[src/rtl/mlu_pkg.sv]
package mlu_pkg;

    localparam int unsigned DEF_SHARE_W = 32;
    localparam int unsigned DEF_NSHARE  = 3;
    localparam int unsigned DEF_OFS_W   = 8;

    typedef enum logic [1:0] {
        OP_XOR_SHARED = 2'b00,
        OP_XOR_PUBLIC = 2'b01,
        OP_ROT_LEFT   = 2'b10,
        OP_ROT_RIGHT  = 2'b11
    } lin_op_e;

    typedef enum logic {
        ST_IDLE = 1'b0,
        ST_DONE = 1'b1
    } ctl_state_e;

endpackage

[src/rtl/mlu_ctrl.sv]
module mlu_ctrl
    import mlu_pkg::*;
(
    input  logic clk,
    input  logic rst_n,
    input  logic req_valid,
    output logic load_en,
    output logic res_valid
);

    ctl_state_e state_q;
    ctl_state_e state_d;

    always_ff @(posedge clk) begin
        if (!rst_n) begin
            state_q <= ST_IDLE;
        end else begin
            state_q <= state_d;
        end
    end

    always_comb begin
        state_d = state_q;
        unique case (state_q)
            ST_IDLE: state_d = req_valid ? ST_DONE : ST_IDLE;
            ST_DONE: state_d = req_valid ? ST_DONE : ST_IDLE;
            default: state_d = ST_IDLE;
        endcase
    end

    always_comb begin
        load_en   = req_valid;
        res_valid = (state_q == ST_DONE);
    end


    valid_follows_req_chk: assert property (@(posedge clk) disable iff (!rst_n)
        req_valid |=> res_valid);


    valid_drops_chk: assert property (@(posedge clk) disable iff (!rst_n)
        !req_valid |=> !res_valid);

endmodule

[src/rtl/mlu_amt_norm.sv]
module mlu_amt_norm
    import mlu_pkg::*;
#(
    parameter int unsigned SHARE_W = DEF_SHARE_W,
    parameter int unsigned OFS_W   = DEF_OFS_W
) (
    input  logic [OFS_W-1:0] rot_amt,
    input  logic             dir_right,
    output logic [OFS_W-1:0] amt_left
);

    localparam logic [OFS_W-1:0] WIDTH_C = OFS_W'(SHARE_W);

    logic [OFS_W-1:0] amt_mod;

    always_comb begin
        amt_mod = rot_amt % WIDTH_C;
        if (dir_right) begin
            amt_left = (WIDTH_C - amt_mod) % WIDTH_C;
        end else begin
            amt_left = amt_mod;
        end
    end


    amt_in_range_chk: assert final (amt_left < WIDTH_C);

endmodule

[src/rtl/mlu_share_rot.sv]
module mlu_share_rot
    import mlu_pkg::*;
#(
    parameter int unsigned SHARE_W = DEF_SHARE_W,
    parameter int unsigned OFS_W   = DEF_OFS_W
) (
    input  logic [SHARE_W-1:0] din,
    input  logic [OFS_W-1:0]   amt,
    output logic [SHARE_W-1:0] dout
);

    localparam int unsigned DBL_W = 2 * SHARE_W;

    logic [DBL_W-1:0] doubled;

    always_comb begin
        doubled = {din, din} << amt;
        dout    = doubled[DBL_W-1:SHARE_W];
    end

endmodule

[src/rtl/masked_linear_unit.sv]
module masked_linear_unit
    import mlu_pkg::*;
#(
    parameter int unsigned SHARE_W = DEF_SHARE_W,
    parameter int unsigned NSHARE  = DEF_NSHARE,
    parameter int unsigned OFS_W   = DEF_OFS_W
) (
    input  logic                        clk,
    input  logic                        rst_n,
    input  logic                        req_valid,
    input  logic [1:0]                  req_op,
    input  logic [SHARE_W*NSHARE-1:0]   opa,
    input  logic [SHARE_W*NSHARE-1:0]   opb,
    input  logic [SHARE_W-1:0]          pub_b,
    input  logic [OFS_W-1:0]            rot_amt,
    output logic                        res_valid,
    output logic [SHARE_W*NSHARE-1:0]   res
);

    localparam int unsigned WORD_W = SHARE_W * NSHARE;
    localparam int unsigned LAST   = NSHARE - 1;

    lin_op_e             op;
    logic                load_en;
    logic [OFS_W-1:0]    amt_left;
    logic [WORD_W-1:0]   rot_word;
    logic [WORD_W-1:0]   next_word;
    logic [WORD_W-1:0]   res_q;

    assign op = lin_op_e'(req_op);

    mlu_ctrl u_ctrl (
        .clk       (clk),
        .rst_n     (rst_n),
        .req_valid (req_valid),
        .load_en   (load_en),
        .res_valid (res_valid)
    );

    mlu_amt_norm #(
        .SHARE_W (SHARE_W),
        .OFS_W   (OFS_W)
    ) u_amt (
        .rot_amt   (rot_amt),
        .dir_right (op == OP_ROT_RIGHT),
        .amt_left  (amt_left)
    );

    for (genvar k = 0; k < NSHARE; k++) begin : g_share
        mlu_share_rot #(
            .SHARE_W (SHARE_W),
            .OFS_W   (OFS_W)
        ) u_rot (
            .din  (opa[k*SHARE_W +: SHARE_W]),
            .amt  (amt_left),
            .dout (rot_word[k*SHARE_W +: SHARE_W])
        );
    end

    always_comb begin
        next_word = opa;
        unique case (op)
            OP_XOR_SHARED: next_word = opa ^ opb;
            OP_XOR_PUBLIC: next_word[LAST*SHARE_W +: SHARE_W] =
                               opa[LAST*SHARE_W +: SHARE_W] ^ pub_b;
            OP_ROT_LEFT,
            OP_ROT_RIGHT:  next_word = rot_word;
            default:       next_word = opa;
        endcase
    end

    always_ff @(posedge clk) begin
        if (!rst_n) begin
            res_q <= '0;
        end else if (load_en) begin
            res_q <= next_word;
        end
    end

    assign res = res_q;

    function automatic logic [SHARE_W-1:0] fold(input logic [WORD_W-1:0] w);
        logic [SHARE_W-1:0] acc;
        acc = '0;
        for (int i = 0; i < NSHARE; i++) acc ^= w[i*SHARE_W +: SHARE_W];
        return acc;
    endfunction

    function automatic logic [SHARE_W-1:0] ref_rol(input logic [SHARE_W-1:0] x,
                                                    input int unsigned n);
        int unsigned m;
        m = n % SHARE_W;
        if (m == 0) return x;
        return (x << m) | (x >> (SHARE_W - m));
    endfunction


    hold_when_idle_chk: assert property (@(posedge clk) disable iff (!rst_n)
        !req_valid |=> $stable(res));


    public_xor_low_shares_chk: assert property (@(posedge clk) disable iff (!rst_n)
        (req_valid && req_op == 2'b01) |=>
            res[LAST*SHARE_W-1:0] == $past(opa[LAST*SHARE_W-1:0]));


    shared_xor_value_chk: assert property (@(posedge clk) disable iff (!rst_n)
        (req_valid && req_op == 2'b00) |=>
            fold(res) == (fold($past(opa)) ^ fold($past(opb))));


    public_xor_value_chk: assert property (@(posedge clk) disable iff (!rst_n)
        (req_valid && req_op == 2'b01) |=>
            fold(res) == (fold($past(opa)) ^ $past(pub_b)));


    rotl_value_chk: assert property (@(posedge clk) disable iff (!rst_n)
        (req_valid && req_op == 2'b10) |=>
            fold(res) == ref_rol(fold($past(opa)), int'($past(rot_amt))));


    rotr_value_chk: assert property (@(posedge clk) disable iff (!rst_n)
        (req_valid && req_op == 2'b11) |=>
            ref_rol(fold(res), int'($past(rot_amt))) == fold($past(opa)));

endmodule

[config.mk]
export PLATFORM = sky130hd
export DESIGN_NAME = masked_linear_unit
export DESIGN_NICKNAME = d
export VERILOG_FILES = /design/src/rtl/mlu_pkg.sv /design/src/rtl/mlu_ctrl.sv /design/src/rtl/mlu_amt_norm.sv /design/src/rtl/mlu_share_rot.sv /design/src/rtl/masked_linear_unit.sv
export SDC_FILE = /design/constraint.sdc
export NUM_CORES = 1
export LEC_CHECK = 0
export ABC_AREA = 1
export ABC_CLOCK_PERIOD_IN_PS = 4780
export BUFFER_PORTS_ARGS = -buffer_cell sky130_fd_sc_hd__buf_2
export CORE_ASPECT_RATIO = 1.25
export CORE_UTILIZATION = 45
export DETAILED_ROUTE_END_ITERATION = 10
export PLACE_DENSITY = 0.74
export RECOVER_POWER = 25
export SLEW_MARGIN = 20
export SYNTH_ARGS = -nofsm -noshare
export SYNTH_HDL_FRONTEND = slang
export SYNTH_HIERARCHICAL = 1
export SYNTH_SLANG_ARGS = --single-unit
[constraint.sdc]
create_clock -name clk -period 4.78 [get_ports clk]
set_clock_uncertainty 0.15 [all_clocks]
set_input_delay 0.239 -clock clk [delete_from_list [all_inputs] [get_ports clk]]
set_output_delay 0.239 -clock clk [all_outputs]
set_load 0.01 [all_outputs]
=== Yosys cells after proc, flatten, opt, wreduce, memory -nomap -nowiden ===
Index checks and enable logic that the tools add are counted.

* Logic and storage cells: 17
* Register bits: 97
* Output and inout port bits: 97
* Bits of input ports: 237

* Add/sub/neg operators: 1
* Muxes and demuxes: 4
* Reductions and logical operators: 2
* Equal/unequal tests: 3
* Shift-type cells: 3
* Bitwise logic cells: 2

{| class="wikitable"
|+ Operator list
! cell !! number
|-
| 64-bit by 5-bit << shifter with 64-bit output || 3
|-
| 64-bit case mux with 2 select lines || 1
|-
| 32-bit case mux with 3 select lines || 1
|-
| 96-bit bitwise XOR || 1
|-
| 32-bit bitwise XOR || 1
|-
| 5-bit 2-to-1 mux || 1
|-
| 1-bit by 5-bit subtractor with 5-bit output (first input constant) || 1
|-
| 2-bit equality test (second input constant) || 2
|-
| 2-bit by 1-bit equality test with 1-bit output (second input constant) || 1
|-
| 2-bit zero test || 1
|-
| 2-bit OR reduction || 1
|-
| 1-bit 2-to-1 mux || 1
|}

=== Depth between registers and ports, before layout ===
* Depth after elaboration: 4
* Gate-level depth with buffers: 23

=== Modules after synthesis ===
The synthesis kept the hierarchy.

{| class="wikitable"
|+ Modules (own cells, without submodules)
! module !! area an instance (µm²) !! seq. area each (µm²) !! cells an instance !! instances
|-
| mlu_share_rot || 2,713.9 || 0.0 || 559 || 3
|-
| masked_linear_unit || 7,143.1 || 1,921.8 || 1,348 || 1
|-
| mlu_amt_norm || 137.6 || 0.0 || 28 || 1
|-
| mlu_ctrl || 35.0 || 20.0 || 4 || 1
|}

=== Worst setup path after synthesis ===
No wires, ideal clock.

* Kind: input to register
* Start point: input port req_op[1]
* End point: register res_q[12], in the netlist res[12]
* Data arrival time: 2,564 ps
* Setup slack: 1,949 ps
* Library setup time: 117 ps
* Buffers on the path: 5
* Stages on the path: 21
* Required time: 4,513 ps
* Cells stage by stage: buf_4 -> buf_4 -> clkbuf_1 -> nand2_1 -> inv_1 -> nand2_1 -> xor2_1 -> inv_1 -> buf_2 -> buf_1 -> nand2_1 -> nand2_1 -> nand2_1 -> nand2_1 -> nand2_1 -> nand2_1 -> nor2_1 -> a21oi_1 -> nand2_1 -> nor2_1 -> nor2_1

* Cells in the longest elaborated chain, start to end: 4
* Elaborated cells between the ends (all ways): 7
* Classes of those cells: 2 x eq/ne; 1 x shift; 2 x mux; 2 x reduce/logical

{| class="wikitable"
|+ RTL lines
! what !! line !! source
|-
| start, declared || masked_linear_unit.sv:11 || <nowiki>input logic [1:0] req_op,</nowiki>
|-
| 2-bit equality test || masked_linear_unit.sv:45 || <nowiki>.dir_right (op == OP_ROT_RIGHT),</nowiki>
|-
| 5-bit 2-to-1 mux || mlu_amt_norm.sv:18 || <nowiki>if (dir_right) begin</nowiki>
|-
| via amt_left[2] || masked_linear_unit.sv:25 || <nowiki>logic [OFS_W-1:0] amt_left;</nowiki>
|-
| 64-bit by 5-bit << shifter with 64-bit output || mlu_share_rot.sv:17 || <nowiki>doubled = {din, din} << amt;</nowiki>
|-
| via rot_word[12] || masked_linear_unit.sv:26 || <nowiki>logic [WORD_W-1:0] rot_word;</nowiki>
|-
| 64-bit case mux with 2 select lines || masked_linear_unit.sv:62 || <nowiki>unique case (op)</nowiki>
|-
| end signal, assigned || masked_linear_unit.sv:76 || <nowiki>res_q <= next_word;</nowiki>
|-
| end, declared || masked_linear_unit.sv:28 || <nowiki>logic [WORD_W-1:0] res_q;</nowiki>
|}

The timed path passes the listed nets, and every way through them passes these cells.
A chain may end at the register's enable or synchronous reset.

=== Final worst setup path ===
* Start point: input port req_op[0]
* End point: register res_q[11], in the netlist res[11]

Same word-level chain as after synthesis.

==> impl_results.md <==
* H-tree depth at 3
* Violated checks: max-capacitance violations, max-slew violations
* Final ANT Viol Nets at 0
* Post-Place Setup Slack at 1080 ps
* Critical Path Source Type: primary input
* Drt wl/cell at 16.4 um
* Root Driver: clkbuf_16
* Final Setup Violations at 0
* CTS sink count at 97
* Fin crit period at 3390 ps
* Longest Clk Path Bufs at 2
* Post-synthesis register bit count at 97
* Largest net degree at the start of global routing at 72
* Hold path endpoint: res[44]
* Max Cap Viol at 1
* Final-stage net count at 3470
* Placed instance count at 3644
* Cell count after synthesis at 3057
* Critical path class: primary input to register
* Status: complete, but fails checks
* Fillers at 3813
* Max Slew Vio Count at 66
* DP HPWL at 43900 um
* TritonCTS clock tree: yes
* First-pass GRT wire length at 95200 um
* Hold Buf Count CTS at 0
* Setup crit end kind: register
* Hold WC Path Type: primary input to register
* Hold_sp: opa[44]
* CTS-repair resized insts at 0
* Post-route DRC violation count at 0
* Async set or reset register ratio after synthesis at 0%
* Most used flip-flop cell after synthesis: dfxtp_1
* Crit-path max FO at 36
* Via density at 5.64
* Number of cells on the worst hold path at 5
* Max IR drop VDD at 0.124 mV
* Initial antenna violation count at 4
* Clock transition at path regs at 90 ps
* # rows at 75
* FF-to-FF End: res[2]
* Initial core utilization at 45.9%
* Worst Path Arrival at 3520 ps
* GR Util All Layers at 33.8%
* Placed cell areas at 0.0167 mm^2
* Hold violation count in the final report at 0
* Worst Reg-to-Reg Cells at 2
* Via count at 20700
* Initial drt markers at 2350
* Io pins at 334
* PnR Total Power at 3.66 mW
* Lkg Pwr at 9.29 nW
* Die Area at 0.0351 mm^2
* Crit. Startpoint: req_op[0]
* Fin Setup TNS at 0 ps
* Mapped Avg Cell Area at 5.06 um^2
* Total gr overflow at 0
* Reg2reg start: res[2]
* First drt pass iteration count at 7
* Fin worst setup slack at 1390 ps
* Post-CTS Setup Inserts at 0
* WL final at 60200 um
* Commonest cells after routing, fill and taps aside: nand2_1, nand3_1, nor2_1, inv_1, buf_2
* Fmax achieved at 0.295 GHz
* Post-synth EDFFs at 0
* Ys Warns at 6
* Port Buffers at 330
* Crit path required time at 4910 ps
* Worst-Skew Late Latency at 390 ps
* GP Congestion at 1.01
* Finished Cell Area at 0.0170 mm^2
* Die Ht at 209 um
* Mapped cell area at 0.0155 mm^2
* Area Growth Syn to Fin at 9.75%
* RSZ-0062 raised after global routing: no
* Layout cell share with drive strength beyond 1 at 13.9%
* Number of global-route vias before repair at 18200
* PD cells at 216 mW/mm^2
* Slew of the pin with the lowest slew margin at 2870 ps
* Post-Layout Cell Count at 3665
* R2R setup slack at 3870 ps
* Total core area at 0.0337 mm^2
* Die X at 168 um
* Post-synthesis cell type count at 30
* Fin crit share at 71.0%
* Relative slew margins at -91.1%
* Leading cell type in the layout, fill and taps excluded: nand2_1
* Num CTS Buffers at 9
* Register area share after synthesis at 12.6%
cells in the mapped netlist (3+ instances only):
library cell | n | area, um^2
clkbuf_1 | 64 | 240
nand2_1 | 965 | 3620
inv_2 | 9 | 33.8
inv_1 | 298 | 1120
nand4_1 | 6 | 37.5
clkinv_1 | 3 | 11.3
nor2_1 | 335 | 1260
clkbuf_2 | 3 | 15.0
nand3_2 | 75 | 751
buf_1 | 16 | 60.1
o21ai_0 | 86 | 430
o21a_1 | 9 | 67.6
buf_12 | 6 | 120
inv_4 | 3 | 18.8
o21ai_1 | 60 | 300
a21oi_2 | 14 | 123
nand3_1 | 686 | 3430
buf_2 | 58 | 290
a21oi_1 | 188 | 941
dfxtp_1 | 97 | 1940
nor2_4 | 5 | 56.3
nor2_2 | 6 | 37.5
buf_6 | 18 | 203
o21ai_2 | 3 | 26.3
nand2_2 | 6 | 37.5
buf_4 | 32 | 240
and2_1 | 3 | 18.8
stage by stage:
| step | hold WS, ps | utilization, % |
|---|---|---|
| after floorplan | 182 | - |
| after global placement | 337 | 49.7 |
| after detailed placement | 344 | 49.7 |
| after CTS | 25.1 | 50.5 |
| after global routing | 64.9 | 50.3 |
| final | 42.2 | 50.4 |
worst max-delay path by stage:
stage                     cells past startpoint  endpoint  slack, ps
after CTS                                    17   res[11]       1500
after global routing                         17   res[14]       1060
after detailed placement                     17   res[11]       1080
final                                        17   res[11]       1390
after floorplan                              21   res[12]       1950
after global placement                       17   res[78]       1110
critical path, cell delays in order:
cell and delay, ps:
buf_2 170, nand2_1 70, inv_1 200, nand2_1 100, xor2_1 150, clkinv_2 190, clkinv_1 910, nand3_1 570
nand3_1 110, nand2_1 140, nand2_1 60, nand2_1 90, nor2_1 40, a21oi_1 190, nand2_1 80, nor2_1 130
nor2_1 50
where the power goes:
group / switching (mW) / internal, mW
logic: 1.38 / 0.627
clock network: 0.399 / 0.359
registers: 0.0297 / 0.871
layout make-up:
cell class              instances  area (um^2)  share of cell area (%)
clock inverters                 6         50.0                   0.295
well taps                     423          529                    3.12
multi-input cells            2452        11200                    66.0
inverters                     313         1180                    6.98
flip-flops and latches         97         1940                    11.4
repair buffers                359         1830                    10.8
diodes                          5         12.5                  0.0738
clock buffers                  10          229                    1.35
cells by family after synthesis:
logic type | after synthesis | share of synthesized area, %
other | 1 | 0.0243
xor gates and xnor gates | 1 | 0.0567
adders and majority gates | 1 | 0.0809
and+or+nand+nor | 2087 | 59.9
DFF | 97 | 12.6
AOI/OAI and AO/OA | 360 | 12.2
buffers and inverters | 510 | 15.2
state kept, by name, summed over array words and instances, names as in the netlist:
register	flops
u_ctrl/res_valid	1
res	96
layer usage:
metal	global-route usage, %	vias to the layer above	share of wire, %
met4	19.7	0	5.8
met1	41.9	9115	40
li1	-	10200	-
met2	54.9	1129	45
met5	0	-	0
met3	5.83	215	9.2
(Power assumes the default switching activity.)
